==> src/rtl/disk_hs_pkg.sv <==
`timescale 1ns/1ps
// Shared constants and types for the disk controller host handshake engine.
// Assumes a byte-wide host bus with at most eight register offsets.
package disk_hs_pkg;
    localparam logic [2:0] OFS_DOR     = 3'd2;
    localparam logic [2:0] OFS_RATE_RB = 3'd3;
    localparam logic [2:0] OFS_STAT    = 3'd4;
    localparam logic [2:0] OFS_DATA    = 3'd5;

    localparam int DOR_RUN = 2;
    localparam int DOR_DMA = 3;
    localparam int RATE_PD = 6;

    localparam logic [4:0] OP_MODESET = 5'h03;
    localparam logic [4:0] OP_WRITE   = 5'h05;
    localparam logic [4:0] OP_READ    = 5'h06;
    localparam logic [4:0] OP_QUERY   = 5'h08;

    localparam logic [7:0] ST0_XFER_END = 8'h20;
    localparam logic [7:0] ST0_RESET    = 8'hC0;
    localparam logic [7:0] RES_INVALID  = 8'h80;

    typedef enum logic [1:0] {PH_CMD, PH_XFER, PH_RESULT} phase_t;
    typedef enum logic [1:0] {RK_XFER, RK_QUERY, RK_INVALID} res_kind_t;

    // Total command length in bytes, selected by the opcode bits of the first byte.
    function automatic logic [3:0] cmd_length(input logic [4:0] opcode);
        case (opcode)
            OP_WRITE, OP_READ: cmd_length = 4'd9;
            OP_MODESET:        cmd_length = 4'd3;
            default:           cmd_length = 4'd1;
        endcase
    endfunction
endpackage

==> src/rtl/dhs_host_regs.sv <==
`timescale 1ns/1ps
// Drive-output and data-rate registers with their access side effects.
// Raises a one-cycle controller reset request (combinational from the strobe)
// on a 0->1 write of the run bit or a data-rate write with power-down set.
// Assumes at most one register strobe targets each register per cycle.
module dhs_host_regs
    import disk_hs_pkg::*;
#(
    parameter bit DMA_DEFAULT = 1'b1
) (
    input  logic       clk,
    input  logic       rst_n,
    input  logic       dor_wr,
    input  logic       rate_wr,
    input  logic       stat_rd,
    input  logic [7:0] wdata,
    output logic [7:0] dor,
    output logic [7:0] rate,
    output logic       soft_rst
);
    localparam logic [7:0] DOR_INIT = {4'b0000, DMA_DEFAULT, 1'b1, 2'b00};

    // Reset request: run-bit rising write or power-down data-rate write.
    assign soft_rst = (dor_wr && !dor[DOR_RUN] && wdata[DOR_RUN]) ||
                      (rate_wr && wdata[RATE_PD]);

    // Drive-output register: host writes, status read forces the run bit.
    always_ff @(posedge clk) begin
        if (!rst_n)          dor <= DOR_INIT;
        else if (dor_wr)     dor <= wdata;
        else if (stat_rd)    dor[DOR_RUN] <= 1'b1;
    end

    // Data-rate register: host writes, status read clears power-down.
    always_ff @(posedge clk) begin
        if (!rst_n)          rate <= 8'h00;
        else if (rate_wr)    rate <= wdata;
        else if (stat_rd)    rate[RATE_PD] <= 1'b0;
    end


    status_read_side_chk: assert property (@(posedge clk) disable iff (!rst_n)
        (stat_rd && !dor_wr && !rate_wr) |=> (dor[DOR_RUN] && !rate[RATE_PD]));


    rate_store_chk: assert property (@(posedge clk) disable iff (!rst_n)
        rate_wr |=> (rate == $past(wdata)));
endmodule

==> src/rtl/dhs_cmd_buffer.sv <==
`timescale 1ns/1ps
// Command byte store: one write port and one asynchronous read port that
// share an index. Also exposes cell 0 (the opcode byte) directly.
// Assumes DEPTH is a power of two and at least the longest command.
module dhs_cmd_buffer #(
    parameter  int DEPTH = 16,
    localparam int IDX_W = $clog2(DEPTH)
) (
    input  logic             clk,
    input  logic             rst_n,
    input  logic             we,
    input  logic [IDX_W-1:0] idx,
    input  logic [7:0]       wbyte,
    output logic [7:0]       head,
    output logic [7:0]       rbyte
);
    logic [7:0] cells [DEPTH];

    for (genvar g = 0; g < DEPTH; g++) begin : g_cell
        // Cell storage: written when the shared index selects it.
        always_ff @(posedge clk) begin
            if (!rst_n)                            cells[g] <= 8'h00;
            else if (we && idx == IDX_W'(g))       cells[g] <= wbyte;
        end
    end

    assign head  = cells[0];
    assign rbyte = cells[idx];
endmodule

==> src/rtl/dhs_phase_ctrl.sv <==
`timescale 1ns/1ps
// Phase engine: command collection, stub transfer (DMA or programmed I/O),
// and result delivery. The stored status bits RQM/DIO/NONDMA/CMDBUSY
// are the phase record and gate every data-port access.
// Assumes the command buffer holds at least nine bytes.
module dhs_phase_ctrl
    import disk_hs_pkg::*;
#(
    parameter  int CMD_DEPTH = 16,
    parameter  int LEN_W     = 4,
    localparam int IDX_W     = $clog2(CMD_DEPTH),
    localparam int POS_W     = ((LEN_W + 1) > (IDX_W + 1)) ? (LEN_W + 1) : (IDX_W + 1)
) (
    input  logic             clk,
    input  logic             rst_n,
    input  logic             soft_rst,
    input  logic             ctl_run,
    input  logic             dma_allow,
    input  logic             data_wr,
    input  logic             data_rd,
    input  logic [7:0]       wdata,
    input  logic [7:0]       cmd_head,
    input  logic [7:0]       cmd_rbyte,
    input  logic             dma_ack,
    input  logic [7:0]       dma_wdata,
    output logic [7:0]       status,
    output logic [7:0]       data_out,
    output logic             buf_we,
    output logic [IDX_W-1:0] buf_idx,
    output logic             irq,
    output logic             dma_req,
    output logic [7:0]       dma_rdata
);
    phase_t          phase;
    res_kind_t       res_kind;
    logic            rqm, dio, ndma, busy;
    logic            nd_flag, mt, dir_rd;
    logic [POS_W-1:0] pos, need;
    logic [7:0]      xor_acc, st0_lat;

    logic [POS_W-1:0] pos_nx, cmd_need, xfer_len;
    logic [7:0]      first, xfer_byte, beat_byte, res_byte;
    logic [4:0]      op;
    logic            wr_ok, rd_ok, cmd_done;
    logic            dma_beat, pio_beat, xfer_beat, xfer_end;
    logic            unused_bits;

    // Access gating from the stored status bits.
    assign wr_ok = data_wr && ctl_run && rqm && !dio;
    assign rd_ok = data_rd && rqm && dio;

    // Command decode: the opcode byte is the incoming byte when at position 0.
    assign pos_nx      = pos + 1'b1;
    assign first       = (pos == '0) ? wdata : cmd_head;
    assign op          = first[4:0];
    assign cmd_need    = POS_W'(cmd_length(op));
    assign cmd_done    = wr_ok && (phase == PH_CMD) && (pos_nx == cmd_need);
    assign xfer_len    = POS_W'(wdata[LEN_W-1:0]) + 1'b1;
    assign unused_bits = ^first[6:5];

    // Transfer beats from either the DMA side or the data port.
    assign dma_req   = (phase == PH_XFER) && !ndma;
    assign dma_beat  = dma_req && dma_ack;
    assign pio_beat  = (phase == PH_XFER) && ndma && (wr_ok || rd_ok);
    assign xfer_beat = dma_beat || pio_beat;
    assign xfer_byte = 8'(pos);
    assign beat_byte = dir_rd ? xfer_byte : (dma_beat ? dma_wdata : wdata);
    assign xfer_end  = xfer_beat && (pos_nx == need);
    assign dma_rdata = xfer_byte;

    // Buffer index: write slot during commands, echo slot (pos-1) during results.
    assign buf_we  = wr_ok && (phase == PH_CMD);
    assign buf_idx = (phase == PH_RESULT) ? IDX_W'(pos - 1'b1) : IDX_W'(pos);

    // Result byte selection by result kind and position.
    always_comb begin
        res_byte = 8'h00;
        case (res_kind)
            RK_XFER: begin
                case (pos)
                    POS_W'(0): res_byte = ST0_XFER_END;
                    POS_W'(1): res_byte = xor_acc;
                    POS_W'(2): res_byte = 8'h00;
                    POS_W'(4): res_byte = cmd_rbyte ^ {7'b0, mt};
                    default:   res_byte = cmd_rbyte;
                endcase
            end
            RK_QUERY:   res_byte = (pos == '0) ? st0_lat : 8'h00;
            default:    res_byte = RES_INVALID;
        endcase
    end

    assign data_out = rd_ok ? ((phase == PH_RESULT) ? res_byte : xfer_byte) : 8'h00;
    assign status   = {rqm, dio, ndma, busy, 4'b0000};

    // Phase engine state update.
    always_ff @(posedge clk) begin
        if (!rst_n) begin
            phase <= PH_CMD;  res_kind <= RK_INVALID;
            rqm <= 1'b1;  dio <= 1'b0;  ndma <= 1'b0;  busy <= 1'b0;
            pos <= '0;  need <= '0;  irq <= 1'b0;
            nd_flag <= 1'b0;  mt <= 1'b0;  dir_rd <= 1'b0;
            xor_acc <= 8'h00;  st0_lat <= ST0_RESET;
        end else if (soft_rst) begin
            phase <= PH_CMD;  res_kind <= RK_INVALID;
            rqm <= 1'b1;  dio <= 1'b0;  ndma <= 1'b0;  busy <= 1'b0;
            pos <= '0;  need <= '0;  irq <= 1'b1;
            nd_flag <= 1'b0;  mt <= 1'b0;  dir_rd <= 1'b0;
            xor_acc <= 8'h00;  st0_lat <= ST0_RESET;
        end else begin
            if (wr_ok || rd_ok) irq <= 1'b0;
            case (phase)
                PH_CMD: begin
                    if (wr_ok) begin
                        busy <= 1'b1;
                        pos  <= pos_nx;
                    end
                    if (cmd_done) begin
                        pos <= '0;
                        case (op)
                            OP_MODESET: begin
                                nd_flag <= wdata[0];
                                busy    <= 1'b0;
                            end
                            OP_QUERY: begin
                                res_kind <= RK_QUERY;
                                need     <= POS_W'(2);
                                phase    <= PH_RESULT;
                                dio      <= 1'b1;
                            end
                            OP_WRITE, OP_READ: begin
                                mt      <= first[7];
                                dir_rd  <= (op == OP_READ);
                                need    <= xfer_len;
                                xor_acc <= 8'h00;
                                phase   <= PH_XFER;
                                if (dma_allow && !nd_flag) begin
                                    rqm <= 1'b0;
                                end else begin
                                    ndma <= 1'b1;
                                    dio  <= (op == OP_READ);
                                    irq  <= 1'b1;
                                end
                            end
                            default: begin
                                res_kind <= RK_INVALID;
                                need     <= POS_W'(1);
                                phase    <= PH_RESULT;
                                dio      <= 1'b1;
                            end
                        endcase
                    end
                end
                PH_XFER: begin
                    if (xfer_beat) begin
                        xor_acc <= xor_acc ^ beat_byte;
                        pos     <= pos_nx;
                    end
                    if (xfer_end) begin
                        pos      <= '0;
                        need     <= POS_W'(7);
                        phase    <= PH_RESULT;
                        res_kind <= RK_XFER;
                        ndma     <= 1'b0;
                        rqm      <= 1'b1;
                        dio      <= 1'b1;
                        irq      <= 1'b1;
                        st0_lat  <= ST0_XFER_END;
                    end
                end
                PH_RESULT: begin
                    if (rd_ok) begin
                        pos <= pos_nx;
                        if (pos_nx == need) begin
                            pos   <= '0;
                            need  <= '0;
                            phase <= PH_CMD;
                            busy  <= 1'b0;
                            dio   <= 1'b0;
                        end
                    end
                end
                default: phase <= PH_CMD;
            endcase
        end
    end


    reset_state_chk: assert property (@(posedge clk) disable iff (!rst_n)
        soft_rst |=> (status == 8'h80 && irq && !dma_req));


    read_drop_chk: assert property (@(posedge clk) disable iff (!rst_n)
        (data_rd && !(rqm && dio) && !soft_rst && !dma_ack) |=> ($stable(pos) && $stable(phase)));


    write_drop_chk: assert property (@(posedge clk) disable iff (!rst_n)
        (data_wr && !(ctl_run && rqm && !dio) && !soft_rst && !dma_ack) |=> ($stable(pos) && $stable(phase)));


    result_flags_chk: assert property (@(posedge clk) disable iff (!rst_n)
        (phase == PH_RESULT) |-> (rqm && dio && busy && !ndma));


    dma_blocks_host_chk: assert property (@(posedge clk) disable iff (!rst_n)
        dma_req |-> (!rqm && busy));


    pio_flag_scope_chk: assert property (@(posedge clk) disable iff (!rst_n)
        ndma |-> (phase == PH_XFER && rqm && busy));


    xfer_end_chk: assert property (@(posedge clk) disable iff (!rst_n)
        (xfer_end && !soft_rst) |=> (irq && status == 8'hD0));
endmodule

==> src/rtl/disk_host_handshake.sv <==
`timescale 1ns/1ps
// Top of the disk controller host handshake engine: decodes the register
// offsets, muxes read data, and connects the register block, the command
// buffer and the phase engine. Assumes one bus access per strobe cycle.
module disk_host_handshake
    import disk_hs_pkg::*;
#(
    parameter int CMD_DEPTH   = 16,
    parameter int LEN_W       = 4,
    parameter bit DMA_DEFAULT = 1'b1
) (
    input  logic       clk,
    input  logic       rst_n,
    input  logic [2:0] bus_addr,
    input  logic       bus_wr,
    input  logic       bus_rd,
    input  logic [7:0] bus_wdata,
    output logic [7:0] bus_rdata,
    output logic       irq,
    output logic       dma_req,
    input  logic       dma_ack,
    input  logic [7:0] dma_wdata,
    output logic [7:0] dma_rdata
);
    localparam int IDX_W = $clog2(CMD_DEPTH);

    logic             dor_wr, rate_wr, stat_rd, data_wr, data_rd, soft_rst;
    logic [7:0]       dor, rate, status, data_out, cmd_head, cmd_rbyte;
    logic             buf_we;
    logic [IDX_W-1:0] buf_idx;

    // Offset decode of the bus strobes.
    assign dor_wr  = bus_wr && (bus_addr == OFS_DOR);
    assign rate_wr = bus_wr && (bus_addr == OFS_STAT);
    assign stat_rd = bus_rd && (bus_addr == OFS_STAT);
    assign data_wr = bus_wr && (bus_addr == OFS_DATA);
    assign data_rd = bus_rd && (bus_addr == OFS_DATA);

    dhs_host_regs #(.DMA_DEFAULT(DMA_DEFAULT)) u_regs (
        .clk      (clk),
        .rst_n    (rst_n),
        .dor_wr   (dor_wr),
        .rate_wr  (rate_wr),
        .stat_rd  (stat_rd),
        .wdata    (bus_wdata),
        .dor      (dor),
        .rate     (rate),
        .soft_rst (soft_rst)
    );

    dhs_cmd_buffer #(.DEPTH(CMD_DEPTH)) u_buf (
        .clk   (clk),
        .rst_n (rst_n),
        .we    (buf_we),
        .idx   (buf_idx),
        .wbyte (bus_wdata),
        .head  (cmd_head),
        .rbyte (cmd_rbyte)
    );

    dhs_phase_ctrl #(.CMD_DEPTH(CMD_DEPTH), .LEN_W(LEN_W)) u_phase (
        .clk       (clk),
        .rst_n     (rst_n),
        .soft_rst  (soft_rst),
        .ctl_run   (dor[DOR_RUN]),
        .dma_allow (dor[DOR_DMA]),
        .data_wr   (data_wr),
        .data_rd   (data_rd),
        .wdata     (bus_wdata),
        .cmd_head  (cmd_head),
        .cmd_rbyte (cmd_rbyte),
        .dma_ack   (dma_ack),
        .dma_wdata (dma_wdata),
        .status    (status),
        .data_out  (data_out),
        .buf_we    (buf_we),
        .buf_idx   (buf_idx),
        .irq       (irq),
        .dma_req   (dma_req),
        .dma_rdata (dma_rdata)
    );

    // Read data mux by offset.
    always_comb begin
        case (bus_addr)
            OFS_DOR:     bus_rdata = dor;
            OFS_RATE_RB: bus_rdata = rate;
            OFS_STAT:    bus_rdata = status;
            OFS_DATA:    bus_rdata = data_out;
            default:     bus_rdata = 8'h00;
        endcase
    end
endmodule

==> config.mk <==
export PLATFORM = sky130hd
export DESIGN_NAME = disk_host_handshake
export DESIGN_NICKNAME = d
export VERILOG_FILES = /design/src/rtl/disk_hs_pkg.sv /design/src/rtl/dhs_host_regs.sv /design/src/rtl/dhs_cmd_buffer.sv /design/src/rtl/dhs_phase_ctrl.sv /design/src/rtl/disk_host_handshake.sv
export SDC_FILE = /design/constraint.sdc
export NUM_CORES = 1
export LEC_CHECK = 0
export ABC_AREA = 0
export BUFFER_PORTS_ARGS = -buffer_cell sky130_fd_sc_hd__buf_2
export CAP_MARGIN = 20
export CORE_ASPECT_RATIO = 1.75
export CORE_MARGIN = 5
export CORE_UTILIZATION = 45
export DETAILED_ROUTE_END_ITERATION = 6
export PLACE_DENSITY = 0.64
export SYNTH_ARGS = -nofsm -noshare
export SYNTH_HDL_FRONTEND = slang
export SYNTH_HIERARCHICAL = 1
export SYNTH_SLANG_ARGS = --single-unit
==> constraint.sdc <==
create_clock -name clk -period 4.5 [get_ports clk]
set_input_delay 0.45 -clock clk [delete_from_list [all_inputs] [get_ports clk]]
set_output_delay 0.45 -clock clk [all_outputs]
set_load 0.005 [all_outputs]
==> reports/metrics.cfg <==
[die]
die_x_um = 120.2
core_um2 = 20930
dieHeight_um = 202.9
pin_count = 42
dieArea_um2 = 24400
initial_utilization = 0.4573
rows = 70

[worst_setup_path]
cp_data_arrival_time_ns = 3.80
cp_slowest_cell = dfxtp_1
slowest_delay_ns = 0.37
r2r-end = u_phase/xor_acc[5]
end_kind = output pin
critical_path_buf_inv_count = 4
crit_path_start_kind = register
critPathLaunch = u_phase/phase[0]
path_depth = 15
worstPathCellList = inv_1, ha_1, nor2_1, a21o_2, buf_12, buf_4, mux4_2, a22oi_1, nand2_1, a22o_1, a21oi_1, nor2_1, mux2i_1, o22ai_1, buf_2
reg2regPathDepth = 10
r2r_start = u_phase/pos[1]
crit_end = bus_rdata[4]
r2r_setup_slack_ns = 1.01
cp_max_fo = 24
worstSetupPathType = reg -> out
cpMostUsedCell = nor2_1
cp.required_ns = 4.05
cpLargestDelayFamily = compound AO/OA/AOI/OAI gates

[flow_run]
drv_cap = 0

[yosys]
synth_cells = 834
ys_ff_latch = 176
seq_area_frac_synth = 0.5020
ys_warn_count = 6
synth_edf_count = 128
async_flop_share = 0
syn-cell-area_um2 = 9572
synth_ff_type = edfxtp_1
synth_cell_types = 70
synth.avg_cell_area_um2 = 11.48

[cells_and_area]
nNetsFinal = 905
n_antenna_cell = 0
syn2layout_area_growth_pct = 10.76
layout-drive-gt1-share = 0.1674
layout_common_cells = and2_1, edfxtp_1, nand2_1, dfxtp_1, nor2_1
layout_commonest_cell = and2_1
fillCellCount = 1858
fin_util = 0.5065

[pwr]
p_per_area_nw_per_um2 = 494.8
leakage_nw = 3.950
peakVddDrop_mv = 0.3419

[sta]
setup_violations = 0
max_slew_margin = 0.3210
max_freq_ghz = 0.2352
finalCritPeriodShare = 0.9449
worst_clock_skew_ns = 0.01229
slew_violations = 0
min_period_ns = 4.252
finalHoldViolCount = 0
fin_ws_ns = 0.2481
worstMarginPinSlew_ns = 1.010
holdWs_ns = 0.4565

[outcome]
status = complete, no violations

[clock_network]
cts_sinks = 176
cts_tree = done
h-tree-depth = 4
cts_inserted_buffers = 17
insertion_delay_ns = 0.42
cts_root_buf = clkbuf_16
clkTransAtPathRegs_ns = 0.07
cts.hold.buffers_added = 0
clockBufferDepth = 2
post_cts_buffers = 0

[route]
antenna_left = 0
vias = 6528
drt_pass1_iterations = 5
drcViolationCount = 0
wl_per_cell_um = 21.66
routed_wl_um = 24600
drt_iter0_markers = 585
via_per_inst = 5.746

[placement]
dp_hpwl_um = 18670
place_congestion = 0.8849
io_buffers = 38
dpl_worst_slack_ns = 0.6017

[global_route]
grt_pass1_vias = 6770
grt_first_pass_wirelength_um = 37920
grt_usage = 0.2057
grt_antenna_before_repair = 0
grt_max_degree = 39
gr-total-overflow = 0

[min_path]
whs_path_depth = 2
hold_path.class = reg -> reg

## flip-flops by register name, summed over array words and instances (netlist names), 2 cells and up
register / count
u_phase/phase: 2
u_regs/dor: 8
u_buf/cells: 128
u_phase/pos: 5
u_phase/res_kind: 2
u_phase/st0_lat: 2
u_phase/xor_acc: 8
u_regs/rate: 8
u_phase/need: 5
## timing repair
| action | 4_1_cts | 5_1_grt |
|---|---|---|
| setup endpoints to repair | 0 | 4 |
| endpoints found under the hold margin | 0 | 0 |
| gates resized for setup | 0 | 4 |
## logic make-up after synthesis
family | share of synthesized area
AO/OA/AOI/OAI | 0.09268
XOR/XNOR | 0.01712
adder cells (fa/ha/maj) | 0.01307
buffers and inverters | 0.04222
flip-flops | 0.5020
multiplexers | 0.1188
other | 0.0003918
AND/OR/NAND/NOR | 0.2137
## metal layers
metal / vias to the layer above / share of wire / GRT usage
met5: - / 0 / 0
met4: 0 / 0.060 / 0.1268
met3: 52 / 0.032 / 0.02676
met2: 173 / 0.56 / 0.3943
met1: 3181 / 0.35 / 0.2054
li1: 3122 / - / -
## worst reg2reg max path, delay by kind of cell (launching register included)
family / cells / cell delay, ns
AOI/OAI and AO/OA: 4 / 1.16
adders and majority gates: 1 / 0.28
buffers and inverters: 2 / 0.36
DFF: 1 / 0.49
and+or+nand+nor: 3 / 1.06
## area by class of cell
class	instances	area, um^2	area share
timing repair buffer	73	478.0	0.04508
inverter	9	33.78	0.003187
multi-input combinational	594	4412	0.4161
clock inverter	14	128.9	0.01216
tap	252	315.3	0.02974
sequential	176	4805	0.4532
clock buffer	18	429.2	0.04048
## report_power, final
group | internal [mW] | total, mW | switching (mW)
registers | 1.82 | 1.88 | 0.0547
logic | 0.838 | 1.96 | 1.12
clock network | 0.771 | 1.41 | 0.643
## cell usage after synthesis (5+ instances only)
cell / number / share of area
xnor2_1: 9 / 0.0082
inv_1: 9 / 0.0035
o21ai_0: 33 / 0.017
buf_6: 6 / 0.0071
a31oi_1: 5 / 0.0033
a21oi_1: 29 / 0.015
xor2_1: 7 / 0.0064
nand2_1: 62 / 0.024
and2_1: 132 / 0.086
clkbuf_1: 24 / 0.0094
nand4_1: 7 / 0.0046
nand2b_1: 8 / 0.0052
buf_2: 13 / 0.0068
nor2_1: 46 / 0.018
ha_1: 10 / 0.013
o22ai_1: 12 / 0.0078
a22oi_1: 18 / 0.014
or3_1: 8 / 0.0052
a22o_1: 6 / 0.0055
mux2i_1: 39 / 0.041
nor2b_1: 24 / 0.016
mux4_1: 7 / 0.019
edfxtp_1: 128 / 0.40
nor3_1: 7 / 0.0037
dfxtp_1: 48 / 0.10
buf_4: 17 / 0.013
nand3_1: 17 / 0.0089
o31ai_1: 7 / 0.0055
mux4_2: 25 / 0.059
## worst min path at each step
stage                             startpoint                 end  slack (ns)
after global placement    u_phase/st0_lat[6]  u_phase/st0_lat[6]        0.44
after floorplan           u_phase/st0_lat[6]  u_phase/st0_lat[6]        0.42
after CTS                 u_phase/st0_lat[6]  u_phase/st0_lat[6]        0.45
final                     u_phase/st0_lat[6]  u_phase/st0_lat[6]        0.46
after global routing      u_phase/st0_lat[6]  u_phase/st0_lat[6]        0.48
after detailed placement  u_phase/st0_lat[6]  u_phase/st0_lat[6]        0.44
## through the flow
stage	setup TNS [ns]	cell area, um^2	power, mW	instances
detailed placement	0	10040	3.855	1104
finish	0	10600	5.245	1136
global placement	0	10040	3.841	1104
CTS	0	10590	5.262	1136
floorplan	0	9594	3.366	840
global route	-0.002494	10600	5.493	1136
Note: power is estimated with default switching activity, not from simulation.
